File: config.mk
export PLATFORM = sky130hd
export DESIGN_NAME = cal_shadow_lock
export DESIGN_NICKNAME = d
export VERILOG_FILES = /design/src/rtl/cal_shadow_pkg.sv /design/src/rtl/cal_lock_ctrl.sv /design/src/rtl/cal_shadow_reg.sv /design/src/rtl/cal_read_port.sv /design/src/rtl/cal_shadow_lock.sv
export SDC_FILE = /design/constraint.sdc
export NUM_CORES = 1
export LEC_CHECK = 0
export CAP_MARGIN = 20
export CORE_MARGIN = 5
export CORE_UTILIZATION = 47
export CTS_CLUSTER_SIZE = 24
export DETAILED_ROUTE_END_ITERATION = 10
export PLACE_DENSITY = 0.8
export SLEW_MARGIN = 40
export SYNTH_ARGS = -nofsm -noshare
export SYNTH_HDL_FRONTEND = slang
export SYNTH_SLANG_ARGS = --single-unit
export TNS_END_PERCENT = 10
File: constraint.sdc
create_clock -name clk -period 1.08 [get_ports clk]
set_input_delay 0.216 -clock clk [delete_from_list [all_inputs] [get_ports clk]]
set_output_delay 0.216 -clock clk [all_outputs]
set_load 0.02 [all_outputs]
File: src/rtl/cal_shadow_pkg.sv
package cal_shadow_pkg;
  typedef enum logic [1:0] {
    REG_SUB  = 2'd0,
    REG_TIME = 2'd1,
    REG_DATE = 2'd2,
    REG_NONE = 2'd3
  } reg_sel_e;
endpackage

File: src/rtl/cal_lock_ctrl.sv
module cal_lock_ctrl
  import cal_shadow_pkg::*;
(
  input  logic       clk,
  input  logic       rst,
  input  logic       bypass_en,
  input  logic       rd_en,
  input  logic [1:0] rd_sel,
  input  logic       upd_strobe,
  output logic       lock_time_o,
  output logic       lock_date_o,
  output logic       hold_o,
  output logic       apply_o
);
  logic lock_time_q, lock_date_q, pend_q;
  logic shadow_rd, rd_sub, rd_time, rd_date;

  assign shadow_rd = rd_en && !bypass_en;
  assign rd_sub    = shadow_rd && (rd_sel == REG_SUB);
  assign rd_time   = shadow_rd && (rd_sel == REG_TIME);
  assign rd_date   = shadow_rd && (rd_sel == REG_DATE);

  // a read that freezes acts in its own cycle, so a coincident strobe is held off
  assign hold_o  = lock_time_q | lock_date_q | rd_sub | rd_time;
  assign apply_o = (upd_strobe | pend_q) & ~hold_o;

  always_ff @(posedge clk) begin
    if (rst) begin
      lock_time_q <= 1'b0;
      lock_date_q <= 1'b0;
      pend_q      <= 1'b0;
    end else begin
      if (bypass_en) begin
        lock_time_q <= 1'b0;
        lock_date_q <= 1'b0;
      end else if (rd_sub) begin
        lock_time_q <= 1'b1;
        lock_date_q <= 1'b1;
      end else if (rd_time) begin
        lock_date_q <= 1'b1;
      end else if (rd_date) begin
        lock_time_q <= 1'b0;
        lock_date_q <= 1'b0;
      end
      pend_q <= (upd_strobe | pend_q) & hold_o;
    end
  end

  assign lock_time_o = lock_time_q;
  assign lock_date_o = lock_date_q;

  p_sub_locks_r1: assert property (@(posedge clk) disable iff (rst)
    rd_sub |=> (lock_time_q && lock_date_q));
  p_time_locks_r2: assert property (@(posedge clk) disable iff (rst)
    rd_time |=> lock_date_q);
  p_bypass_free_r4: assert property (@(posedge clk) disable iff (rst)
    bypass_en |=> (!lock_time_q && !lock_date_q));
  p_date_release_r5: assert property (@(posedge clk) disable iff (rst)
    rd_date |=> (!lock_time_q && !lock_date_q));
  p_strobe_kept_r6: assert property (@(posedge clk) disable iff (rst)
    (upd_strobe && hold_o) |=> pend_q);
endmodule

File: src/rtl/cal_shadow_reg.sv
module cal_shadow_reg #(
  parameter int W = 16
) (
  input  logic         clk,
  input  logic         rst,
  input  logic         load,
  input  logic [W-1:0] live_i,
  output logic [W-1:0] shadow_o
);
  always_ff @(posedge clk) begin
    if (rst)       shadow_o <= '0;
    else if (load) shadow_o <= live_i;
  end
endmodule

File: src/rtl/cal_read_port.sv
module cal_read_port
  import cal_shadow_pkg::*;
#(
  parameter int SUB_W  = 15,
  parameter int TIME_W = 22,
  parameter int DATE_W = 24,
  parameter int DATA_W = 32
) (
  input  logic              clk,
  input  logic              rst,
  input  logic              bypass_en,
  input  logic              rd_en,
  input  logic [1:0]        rd_sel,
  input  logic [SUB_W-1:0]  sh_sub,
  input  logic [TIME_W-1:0] sh_time,
  input  logic [DATE_W-1:0] sh_date,
  input  logic [SUB_W-1:0]  live_sub,
  input  logic [TIME_W-1:0] live_time,
  input  logic [DATE_W-1:0] live_date,
  output logic [DATA_W-1:0] rd_data,
  output logic              rd_valid
);
  logic [DATA_W-1:0] sel_d;

  always_comb begin
    case (rd_sel)
      REG_SUB:  sel_d = bypass_en ? DATA_W'(live_sub)  : DATA_W'(sh_sub);
      REG_TIME: sel_d = bypass_en ? DATA_W'(live_time) : DATA_W'(sh_time);
      REG_DATE: sel_d = bypass_en ? DATA_W'(live_date) : DATA_W'(sh_date);
      default:  sel_d = '0;
    endcase
  end

  always_ff @(posedge clk) begin
    if (rst) begin
      rd_data  <= '0;
      rd_valid <= 1'b0;
    end else begin
      rd_valid <= rd_en;
      if (rd_en) rd_data <= sel_d;
    end
  end

  p_valid_follows_r9: assert property (@(posedge clk) disable iff (rst)
    rd_en |=> rd_valid);
  p_valid_idle_r9: assert property (@(posedge clk) disable iff (rst)
    !rd_en |=> !rd_valid);
endmodule

File: src/rtl/cal_shadow_lock.sv
module cal_shadow_lock #(
  parameter int SUB_W  = 15,
  parameter int TIME_W = 22,
  parameter int DATE_W = 24,
  parameter int DATA_W = 32
) (
  input  logic              clk,
  input  logic              rst,
  input  logic              bypass_en,
  input  logic              upd_strobe,
  input  logic [SUB_W-1:0]  live_sub,
  input  logic [TIME_W-1:0] live_time,
  input  logic [DATE_W-1:0] live_date,
  input  logic              rd_en,
  input  logic [1:0]        rd_addr,
  output logic [DATA_W-1:0] rd_data,
  output logic              rd_valid
);
  logic lock_t, lock_d, hold, apply;
  logic [SUB_W-1:0]  sh_sub;
  logic [TIME_W-1:0] sh_time;
  logic [DATE_W-1:0] sh_date;

  cal_lock_ctrl u_ctrl (
    .clk(clk), .rst(rst), .bypass_en(bypass_en), .rd_en(rd_en),
    .rd_sel(rd_addr), .upd_strobe(upd_strobe),
    .lock_time_o(lock_t), .lock_date_o(lock_d),
    .hold_o(hold), .apply_o(apply)
  );

  cal_shadow_reg #(.W(SUB_W)) u_sh_sub (
    .clk(clk), .rst(rst), .load(apply), .live_i(live_sub), .shadow_o(sh_sub));
  cal_shadow_reg #(.W(TIME_W)) u_sh_time (
    .clk(clk), .rst(rst), .load(apply), .live_i(live_time), .shadow_o(sh_time));
  cal_shadow_reg #(.W(DATE_W)) u_sh_date (
    .clk(clk), .rst(rst), .load(apply), .live_i(live_date), .shadow_o(sh_date));

  cal_read_port #(
    .SUB_W(SUB_W), .TIME_W(TIME_W), .DATE_W(DATE_W), .DATA_W(DATA_W)
  ) u_rd (
    .clk(clk), .rst(rst), .bypass_en(bypass_en), .rd_en(rd_en), .rd_sel(rd_addr),
    .sh_sub(sh_sub), .sh_time(sh_time), .sh_date(sh_date),
    .live_sub(live_sub), .live_time(live_time), .live_date(live_date),
    .rd_data(rd_data), .rd_valid(rd_valid)
  );

  p_hold_blocks_r3: assert property (@(posedge clk) disable iff (rst)
    hold |=> ($stable(sh_sub) && $stable(sh_time) && $stable(sh_date)));
  p_together_r7: assert property (@(posedge clk) disable iff (rst)
    apply |=> (sh_sub == $past(live_sub) && sh_time == $past(live_time)
               && sh_date == $past(live_date)));
  p_reset_r8: assert property (@(posedge clk)
    rst |=> (sh_sub == '0 && sh_time == '0 && sh_date == '0 && !lock_t && !lock_d));
endmodule

==> results.sh, run 1 <==
export IMPL_die_x_microns=111
export IMPL_r2r_setup_slack_ps=-290
export IMPL_synth_distinct_cells=28
export IMPL_min_from="rd_addr[1]"
export IMPL_avgSynthCellArea_sq_um=9.61
export IMPL_worstPathCellList="clkdlybuf4s50_1, nor2_2, nor4_4, buf_4, buf_12, buf_12, mux2i_1"
export IMPL_rr_startpoint="u_ctrl.lock_time_o"
export IMPL_reg2reg_depth=5
export IMPL_antenna_found_initial=0
export IMPL_place_hpwl_microns=9000
export IMPL_p_per_area_nw_per_um2=1220
export IMPL_cts_tree="yes"
export IMPL_cts_root_buf="clkbuf_8"
export IMPL_grt_ovfl_total=0
export IMPL_h_tree_depth=3
export IMPL_worstSetupEndpointType="flop"
export IMPL_ant_nets=0
export IMPL_cts_max_path_buffers=2
export IMPL_layout_common_cells="nand2b_1, mux2i_1, dfxtp_1, clkdlybuf4s50_1, buf_4"
export IMPL_initial_core_util=0.474
export IMPL_first_iter_violations=184
export IMPL_grt_pass1_vias=4155
export IMPL_synth_edf_count=0
export IMPL_cp_common_cell="buf_12"
export IMPL_wire_per_inst_microns=16.8
export IMPL_clk_latency_ps=360
export IMPL_regToRegEndpoint="u_sh_sub.shadow_o[1]"
export IMPL_finalNetCount=682
export IMPL_crit_buf_inv=4
export IMPL_core_sq_um=10200
export IMPL_ir_drop_uv=831
export IMPL_fin_tns_setup_ps=-15630
export IMPL_routed_via_count=3936
export IMPL_maxSlewViolCount=0
export IMPL_track_usage=0.197
export IMPL_numCtsBuffers=9
export IMPL_post_route_period_util=1.28
export IMPL_crit_slowest_cell="clkdlybuf4s50_1"
export IMPL_crit_family="buffers and inverters"
export IMPL_num_rows=37
export IMPL_clkTransAtPathRegs_ps=80
export IMPL_fin_crit_ps=1380
export IMPL_drt_total_wl_microns=12700
export IMPL_antenna_cells=0
export IMPL_fin_ws_ps=-303
export IMPL_start_kind="input pin"
export IMPL_postSynthCellCount=502
export IMPL_grt_pass1_wl_microns=20000
export IMPL_outcome="finished with violations"
export IMPL_violations="negative setup slack"
export IMPL_worst_path_stages=7
export IMPL_hold_violations=0
export IMPL_crit_arrival_ps=1660
export IMPL_min_to="u_ctrl.lock_date_o"
export IMPL_final_common_cell="nand2b_1"
export IMPL_drt_pass1_iterations=5
export IMPL_ys_warnings_count=0
export IMPL_drv_cap=0
export IMPL_area_delta_synth_final_pct=36.0
export IMPL_netlist_area_sq_um=4820
export IMPL_critical_path_class="in -> reg"
export IMPL_synth_main_ff_cell="dfxtp_1"
export IMPL_critPathRequiredTime_ps=1360
export IMPL_hold_path_class="in -> reg"
export IMPL_fp_dieH_microns=111
export IMPL_leakagePower_uw=0.00271
export IMPL_rsz0062_at_grt="yes"
export IMPL_grt_max_degree=51
export IMPL_setup_viol=61
export IMPL_post_place_ws_ps=-711
export IMPL_async_reset_ff_frac=0
export IMPL_die_area_sq_um=12400
export IMPL_min_path_cells=4
export IMPL_routed_via_density=5.22
export IMPL_drive_above_1_share=0.214
export IMPL_slowest_delay_ps=500
export IMPL_timing_fmax_ghz=0.723
export IMPL_finClkSkew_ps=9.19
export IMPL_gp_congestion=0.819
export IMPL_synth_seq_cells=89
export IMPL_cts_sinks=89
export IMPL_ys_seq_area_frac=0.369
export IMPL_p_total_uw=7990
export IMPL_path_max_fanout=6
export IMPL_drc=0
export IMPL_port_buffers=92
export IMPL_ios=101
-- sequential cells by signal, summed over array words and instances (netlist names) --
name	count
u_rd.rd_data	24
u_sh_date.shadow_o	24
u_sh_time.shadow_o	22
u_sh_sub.shadow_o	15
u_ctrl.lock_date_o	1
u_ctrl.lock_time_o	1
u_ctrl.pend_q	1
u_rd.rd_valid	1
-- layer usage --
layer	up-vias	GRT usage	part of all wire
met5	-	0	0
met4	0	0.0681	0.026
met3	25	0.0628	0.050
met2	104	0.345	0.50
met1	1874	0.227	0.43
li1	1933	-	-
-- cell type report --
| class | instances | area [sq um] |
|---|---|---|
| Timing Repair Buffer | 142 | 1510 |
| Clock buffer | 10 | 138 |
| Fill cell | 824 | 3620 |
| Clock inverter | 5 | 80.1 |
| Multi-Input combinational cell | 368 | 2830 |
| Tap cell | 136 | 170 |
| Sequential cell | 89 | 1810 |
| Inverter | 4 | 15.0 |
-- power by group --
part	leakage, uW	internal (uW)	total [uW]	switching (uW)
sequential	0.000742	3500	3620	121
clock	0.000104	1350	2540	1190
combinational	0.00186	1020	1830	808
total	0.00271	5870	7990	2120
-- synth_stat cells (all sizes together) (4+ instances only) --
| cell | number | area share |
|---|---|---|
| inv | 4 | 0.0031 |
| buf | 30 | 0.048 |
| clkbuf | 18 | 0.014 |
| dfxtp | 89 | 0.37 |
| o22ai | 15 | 0.019 |
| nor2b | 4 | 0.0052 |
| mux2i | 120 | 0.25 |
| o21ai | 15 | 0.016 |
| o22a | 4 | 0.0073 |
| o32ai | 4 | 0.0073 |
| nor2 | 4 | 0.0031 |
| nand2b | 142 | 0.18 |
| nor3 | 6 | 0.0062 |
| o21a | 15 | 0.023 |
| a21oi | 18 | 0.019 |
-- worst max-delay path by stage --
| stage | endpoint | start | slack (ps) |
|---|---|---|---|
| 2_1_floorplan | u_sh_date.shadow_o[0] | u_ctrl.lock_time_o | -80 |
| 3_3_place_gp | u_rd.rd_data[13] | rd_addr[1] | -650 |
| 3_5_place_dp | u_sh_time.shadow_o[7] | rd_addr[1] | -710 |
| 4_1_cts | u_sh_time.shadow_o[7] | u_ctrl.lock_time_o | -280 |
| 5_1_grt | u_sh_date.shadow_o[7] | u_ctrl.lock_time_o | -340 |
| 6_report | u_sh_sub.shadow_o[1] | upd_strobe | -300 |
-- tightest hold or removal path, stage by stage --
cell,delay (ps)
clkbuf_2,160
nor2b_1,70
a21oi_1,130
nor3_1,50
-- kinds of logic (layout without fill, tap and decap cells) --
family,count (synthesis),in the layout,synth area share
simple gates,162,162,0.209
mux,122,122,0.254
flops,89,89,0.369
compound gates,76,76,0.102
buf+inv,52,161,0.0654
other cells,1,8,0.000777
-- through the flow --
stage	util	cells	hold slack (ps)	cell area (sq um)
after floorplan	-	509	371	4850
after global placement	0.599	732	453	6100
after detailed placement	0.599	732	463	6100
after CTS	0.622	750	322	6340
after global routing	0.644	754	340	6560
final	0.644	754	320	6560
-- what timing repair did --
action                                  4_1_cts  5_1_grt
pin swaps                                     1        0
buffers inserted                              2        1
cloned                                        1        3
hold buffers                                  0        0
endpoints found under the setup margin      109      106
resized for setup                           151       41
hold endpoints to repair                      0        0
(Power assumes the default switching activity.)
==> run 2, diff against run 1 <==
RECOVER_POWER = 50   (was default)
==> run 2 against run 1 <==
Compared with the run above:
- non-clock buffer count unchanged
- clock-buffer cell count did not move
- power about the same
- critical endpoint unchanged
- the run still ends with negative setup slack left
- largest cell class unchanged
==> results.sh, run 2 (synthesis results as in run 1) <==
export IMPL_routed_via_density=5.24
export IMPL_grt_ovfl_total=0
export IMPL_worstSetupEndpointType="flop"
export IMPL_worstPathCellList="clkdlybuf4s50_1, nor2_2, nor4_4, buf_4, buf_12, buf_12, mux2i_1"
export IMPL_instances_no_fill=754
export IMPL_rr_startpoint="u_ctrl.lock_time_o"
export IMPL_dp_cells=732
export IMPL_violations="negative setup slack"
export IMPL_ios=101
export IMPL_finalNetCount=682
export IMPL_drive_above_1_share=0.212
export IMPL_start_kind="input pin"
export IMPL_setup_viol=83
export IMPL_crit_buf_inv=4
export IMPL_p_per_area_nw_per_um2=1220
export IMPL_cts_tree="yes"
export IMPL_reg2reg_depth=5
export IMPL_cts_sinks=89
export IMPL_wire_per_inst_microns=16.8
export IMPL_path_max_fanout=6
export IMPL_seqPwrFrac=0.454
export IMPL_slowest_delay_ps=500
export IMPL_drt_total_wl_microns=12700
export IMPL_numCtsBuffers=9
export IMPL_drv_cap=0
export IMPL_min_from="rd_addr[1]"
export IMPL_outcome="finished with violations"
export IMPL_first_iter_violations=186
export IMPL_initial_core_util=0.474
export IMPL_gp_congestion=0.819
export IMPL_critPathRequiredTime_ps=1360
export IMPL_timing_fmax_ghz=0.723
export IMPL_grt_pass1_wl_microns=20000
export IMPL_grt_pass1_vias=4155
export IMPL_crit_arrival_ps=1670
export IMPL_layout_common_cells="nand2b_1, mux2i_1, dfxtp_1, clkdlybuf4s50_1, buf_4"
export IMPL_cts_max_path_buffers=2
export IMPL_min_path_cells=4
export IMPL_finClkSkew_ps=9.19
export IMPL_combinationalPowerShare=0.229
export IMPL_critical_path_class="in -> reg"
export IMPL_grt_max_degree=51
export IMPL_swShare=0.265
export IMPL_p_int_uw=5870
export IMPL_regToRegEndpoint="u_sh_sub.shadow_o[1]"
export IMPL_drt_pass1_iterations=5
export IMPL_antenna_cells=0
export IMPL_fin_ws_ps=-303
export IMPL_final_common_cell="nand2b_1"
export IMPL_cp_common_cell="buf_12"
export IMPL_drc=0
export IMPL_pwr_share_clk=0.318
export IMPL_place_hpwl_microns=9000
export IMPL_num_rows=37
export IMPL_min_to="u_ctrl.lock_date_o"
export IMPL_ant_nets=0
export IMPL_port_buffers=92
export IMPL_reg_top3="u_rd.rd_data: 24 flops, u_sh_date.shadow_o: 24 flops, u_sh_time.shadow_o: 22 flops"
export IMPL_power_switching_uw=2120
export IMPL_multi_input_area_sq_um=2830
export IMPL_antenna_found_initial=0
export IMPL_fin_tns_setup_ps=-19420
export IMPL_leakagePower_uw=0.00270
export IMPL_fp_dieH_microns=111
export IMPL_post_route_period_util=1.28
export IMPL_h_tree_depth=3
export IMPL_crit_slowest_cell="clkdlybuf4s50_1"
export IMPL_rsz0062_at_grt="yes"
export IMPL_sequential_cell_area_sq_um=1810
export IMPL_ir_drop_uv=830
export IMPL_hold_path_class="in -> reg"
export IMPL_die_area_sq_um=12400
export IMPL_area_delta_synth_final_pct=35.9
export IMPL_r2r_setup_slack_ps=-290
export IMPL_core_sq_um=10200
export IMPL_clk_latency_ps=360
export IMPL_hold_violations=0
export IMPL_fin_util=0.644
export IMPL_routed_via_count=3948
export IMPL_maxSlewViolCount=0
export IMPL_track_usage=0.197
export IMPL_cts_root_buf="clkbuf_8"
export IMPL_clkTransAtPathRegs_ps=80
export IMPL_fin_crit_ps=1380
export IMPL_crit_family="buffers and inverters"
export IMPL_die_x_microns=111
export IMPL_nFillCells=826
run 2: layer usage:
metal / vias up / track usage / part of all wire
li1: 1933 / - / -
met1: 1882 / 0.227 / 0.43
met2: 108 / 0.345 / 0.50
met3: 25 / 0.0628 / 0.051
met4: 0 / 0.0681 / 0.026
met5: - / 0 / 0
run 2: worst max path at each step:
stage                            start                     to  slack, ps  cells after the start
finish                      upd_strobe   u_sh_sub.shadow_o[1]       -300                      7
global route        u_ctrl.lock_time_o  u_sh_date.shadow_o[7]       -340                      5
detailed placement          rd_addr[1]  u_sh_time.shadow_o[7]       -710                      6
floorplan           u_ctrl.lock_time_o  u_sh_date.shadow_o[0]        -80                      4
global placement            rd_addr[1]       u_rd.rd_data[13]       -650                      6
CTS                 u_ctrl.lock_time_o  u_sh_time.shadow_o[7]       -280                      4
run 2: stage by stage:
step	power (uW)	hold WS, ps	setup WS (ps)	instance area (sq um)
6_report	7980	321	-303	6560
4_1_cts	7910	322	-278	6340
3_3_place_gp	5320	453	-655	6100
5_1_grt	8310	340	-342	6560
3_5_place_dp	5360	463	-711	6100
2_1_floorplan	4660	371	-75.3	4850
run 2: layout make-up:
type                            count  share of cell area
Clock inverter                      5              0.0122
Tap cell                          136              0.0260
Sequential cell                    89               0.277
Timing Repair Buffer              142               0.230
Inverter                            4             0.00229
Multi-Input combinational cell    368               0.432
Clock buffer                       10              0.0210
run 2: what timing repair did:
action / 4_1_cts / 5_1_grt
gates cloned: 1 / 3
hold buffers: 0 / 0
endpoints found under the setup margin: 109 / 106
pin swaps: 1 / 0
gates resized for setup: 151 / 41
setup buffers: 2 / 1
run 2: power by group through the flow:
stage	sequential [uW]	clock (uW)	combinational (uW)
after global placement	3680	0	1640
final	3620	2540	1820
after global routing	3650	2710	1950
after floorplan	3700	0	960
after detailed placement	3690	0	1680
after CTS	3620	2580	1720
run 2: tightest hold or removal path: cells and delay by family:
| kind | cells | cell delay, ps |
|---|---|---|
| AO/OA/AOI/OAI | 1 | 130 |
| buffers and inverters | 1 | 160 |
| AND/OR/NAND/NOR | 2 | 120 |
==> run 3, diff against run 2 <==
CELL_PAD_IN_SITES_DETAIL_PLACEMENT = 1   (was default)
CELL_PAD_IN_SITES_GLOBAL_PLACEMENT = 1   (was default)
CORE_UTILIZATION = 36   (was 47)
CTS_BUF_LIST = sky130_fd_sc_hd__clkbuf_4   (was default)
PLACE_DENSITY = 0.81   (was 0.8)
==> run 3 against run 2 <==
Compared with the run above:
- the flow still finishes with violations (negative setup slack)
- global-route usage is 1.8 points lower
- sequential power about the same
- final cell count increased by 4.6%
- worst setup slack got worse by 30 ps
- first-iteration DRC count rose by 29%
- utilization decreased by 15 points
- cell area is 1.7% lower
- clock skew increased by 8.7 ps
- non-clock buffer count fell by 6
- highest routed layer unchanged
==> results.sh, run 3 (synthesis results as in run 1) <==
export IMPL_outcome="finished with violations"
export IMPL_violations="negative setup slack"
export IMPL_ios=101
export IMPL_critPathRequiredTime_ps=1450
export IMPL_fin_util=0.489
export IMPL_crit_slowest_cell="dfxtp_1"
export IMPL_power_switching_uw=2100
export IMPL_r2r_setup_slack_ps=-330
export IMPL_p_total_uw=7500
export IMPL_routed_via_density=4.97
export IMPL_routed_via_count=3925
export IMPL_grt_pass1_vias=4228
export IMPL_fin_ws_ps=-333
export IMPL_reg2reg_depth=5
export IMPL_start_kind="flop"
export IMPL_crit_arrival_ps=1790
export IMPL_fin_tns_setup_ps=-16540
export IMPL_place_hpwl_microns=10400
export IMPL_layout_common_cells="nand2b_1, mux2i_1, dfxtp_1, clkdlybuf4s50_1, buf_4"
export IMPL_p_int_uw=5400
export IMPL_seqPwrFrac=0.484
export IMPL_num_rows=42
export IMPL_hold_violations=0
export IMPL_p_per_area_nw_per_um2=1160
export IMPL_combinationalPowerShare=0.233
export IMPL_finalNetCount=676
export IMPL_timing_fmax_ghz=0.708
export IMPL_crit_buf_inv=2
export IMPL_port_buffers=92
export IMPL_worstSetupEndpointType="flop"
export IMPL_ant_nets=0
export IMPL_final_common_cell="nand2b_1"
export IMPL_core_sq_um=13200
export IMPL_antenna_found_initial=0
export IMPL_worstPathCellList="nor2_1, nor4_4, buf_12, buf_12, mux2i_2"
export IMPL_instances_no_fill=789
export IMPL_cp_common_cell="buf_12"
export IMPL_first_iter_violations=240
export IMPL_drive_above_1_share=0.201
export IMPL_cts_tree="yes"
export IMPL_drt_pass1_iterations=4
export IMPL_fin_crit_ps=1410
export IMPL_critical_path_class="reg -> reg"
export IMPL_hold_path_class="in -> reg"
export IMPL_area_delta_synth_final_pct=33.6
export IMPL_numCtsBuffers=9
export IMPL_die_x_microns=126
export IMPL_cts_max_path_buffers=2
export IMPL_min_from="rst"
export IMPL_drt_total_wl_microns=14300
export IMPL_leakagePower_uw=0.00263
export IMPL_fp_dieH_microns=126
export IMPL_dp_cells=770
export IMPL_cts_sinks=89
export IMPL_regToRegEndpoint="u_sh_time.shadow_o[18]"
export IMPL_track_usage=0.179
export IMPL_gp_congestion=0.822
export IMPL_die_area_sq_um=15800
export IMPL_rsz0062_at_grt="yes"
export IMPL_timing_hold_ws_ps=143
export IMPL_swShare=0.280
export IMPL_finClkSkew_ps=17.8
export IMPL_grt_max_degree=97
export IMPL_drv_cap=0
export IMPL_min_to="u_rd.rd_data[16]"
export IMPL_antenna_cells=0
export IMPL_reg_top3="u_rd.rd_data: 24 flops, u_sh_date.shadow_o: 24 flops, u_sh_time.shadow_o: 22 flops"
export IMPL_wire_per_inst_microns=18.1
export IMPL_rr_startpoint="u_ctrl.pend_q"
export IMPL_cts_root_buf="clkbuf_4"
export IMPL_setup_viol=86
export IMPL_clk_latency_ps=460
export IMPL_maxSlewViolCount=0
export IMPL_crit_family="simple AND/OR/NAND/NOR gates"
export IMPL_post_route_period_util=1.31
export IMPL_grt_pass1_wl_microns=22800
export IMPL_path_max_fanout=14
export IMPL_grt_ovfl_total=0
export IMPL_clkTransAtPathRegs_ps=140
export IMPL_ir_drop_uv=433
export IMPL_drc=0
export IMPL_h_tree_depth=3
export IMPL_hold_buffers=0
export IMPL_pwr_share_clk=0.282
export IMPL_min_path_cells=3
export IMPL_slowest_delay_ps=340
export IMPL_initial_core_util=0.366
-- run 3: cell count changes in the layout (fill, tap and decap cells not counted), sizes merged --
cell           previous run  this run
buf                      73        70
clkdlybuf4s25             1         0
clkbuf                   15        11
clkinv                    1         2
dlymetal6s2s              0         1
dlygate4sd2               1         2
-- run 3: cell type report --
class                   count  area (sq um)
repair buffers            136          1420
clock inverters             6          82.6
inverters                   4          15.0
multi-input cells         368          2820
clock buffers              10          75.1
fillers                  1463          6740
flip-flops and latches     89          1820
well taps                 176           220
-- run 3: metrics by stage --
step	instance area, sq um	worst slack [ps]
final	6450	-333
after global placement	6140	-592
after floorplan	4850	-75.3
after global routing	6450	-369
after detailed placement	6140	-758
after CTS	6410	-324
-- run 3: tightest hold or removal path, stage by stage --
cell and delay [ps]:
buf_2 140, buf_12 160, nor3_1 60
-- run 3: how the worst max path moves through the flow --
stage | from | to | slack (ps) | cells past startpoint
2_1_floorplan | u_ctrl.lock_time_o | u_sh_date.shadow_o[0] | -80 | 4
3_3_place_gp | rd_addr[1] | u_sh_date.shadow_o[13] | -590 | 6
3_5_place_dp | rd_addr[1] | u_sh_time.shadow_o[18] | -760 | 6
4_1_cts | u_ctrl.lock_date_o | u_sh_time.shadow_o[18] | -320 | 4
5_1_grt | u_ctrl.pend_q | u_sh_date.shadow_o[23] | -370 | 5
6_report | u_ctrl.pend_q | u_sh_time.shadow_o[18] | -330 | 5
-- run 3: power by group through the flow --
stage               clock network [uW]  logic, uW  registers [uW]
floorplan                            0        960            3700
global placement                     0       1640            3680
detailed placement                   0       1700            3690
CTS                               2190       1750            3630
global route                      2320       1890            3660
finish                            2120       1750            3630
-- run 3: what timing repair did --
item,in CTS,in global routing
setup buffers,3,0
pin swaps,1,0
resized for setup,186,9
setup endpoints to repair,108,107
-- run 3: routing by layer --
layer / wire (microns) / GRT usage / share of wire
met3: 544 / 0.0415 / 0.038
met1: 6050 / 0.222 / 0.42
met5: 0 / 0 / 0
met2: 7450 / 0.314 / 0.52
met4: 210 / 0.0473 / 0.015
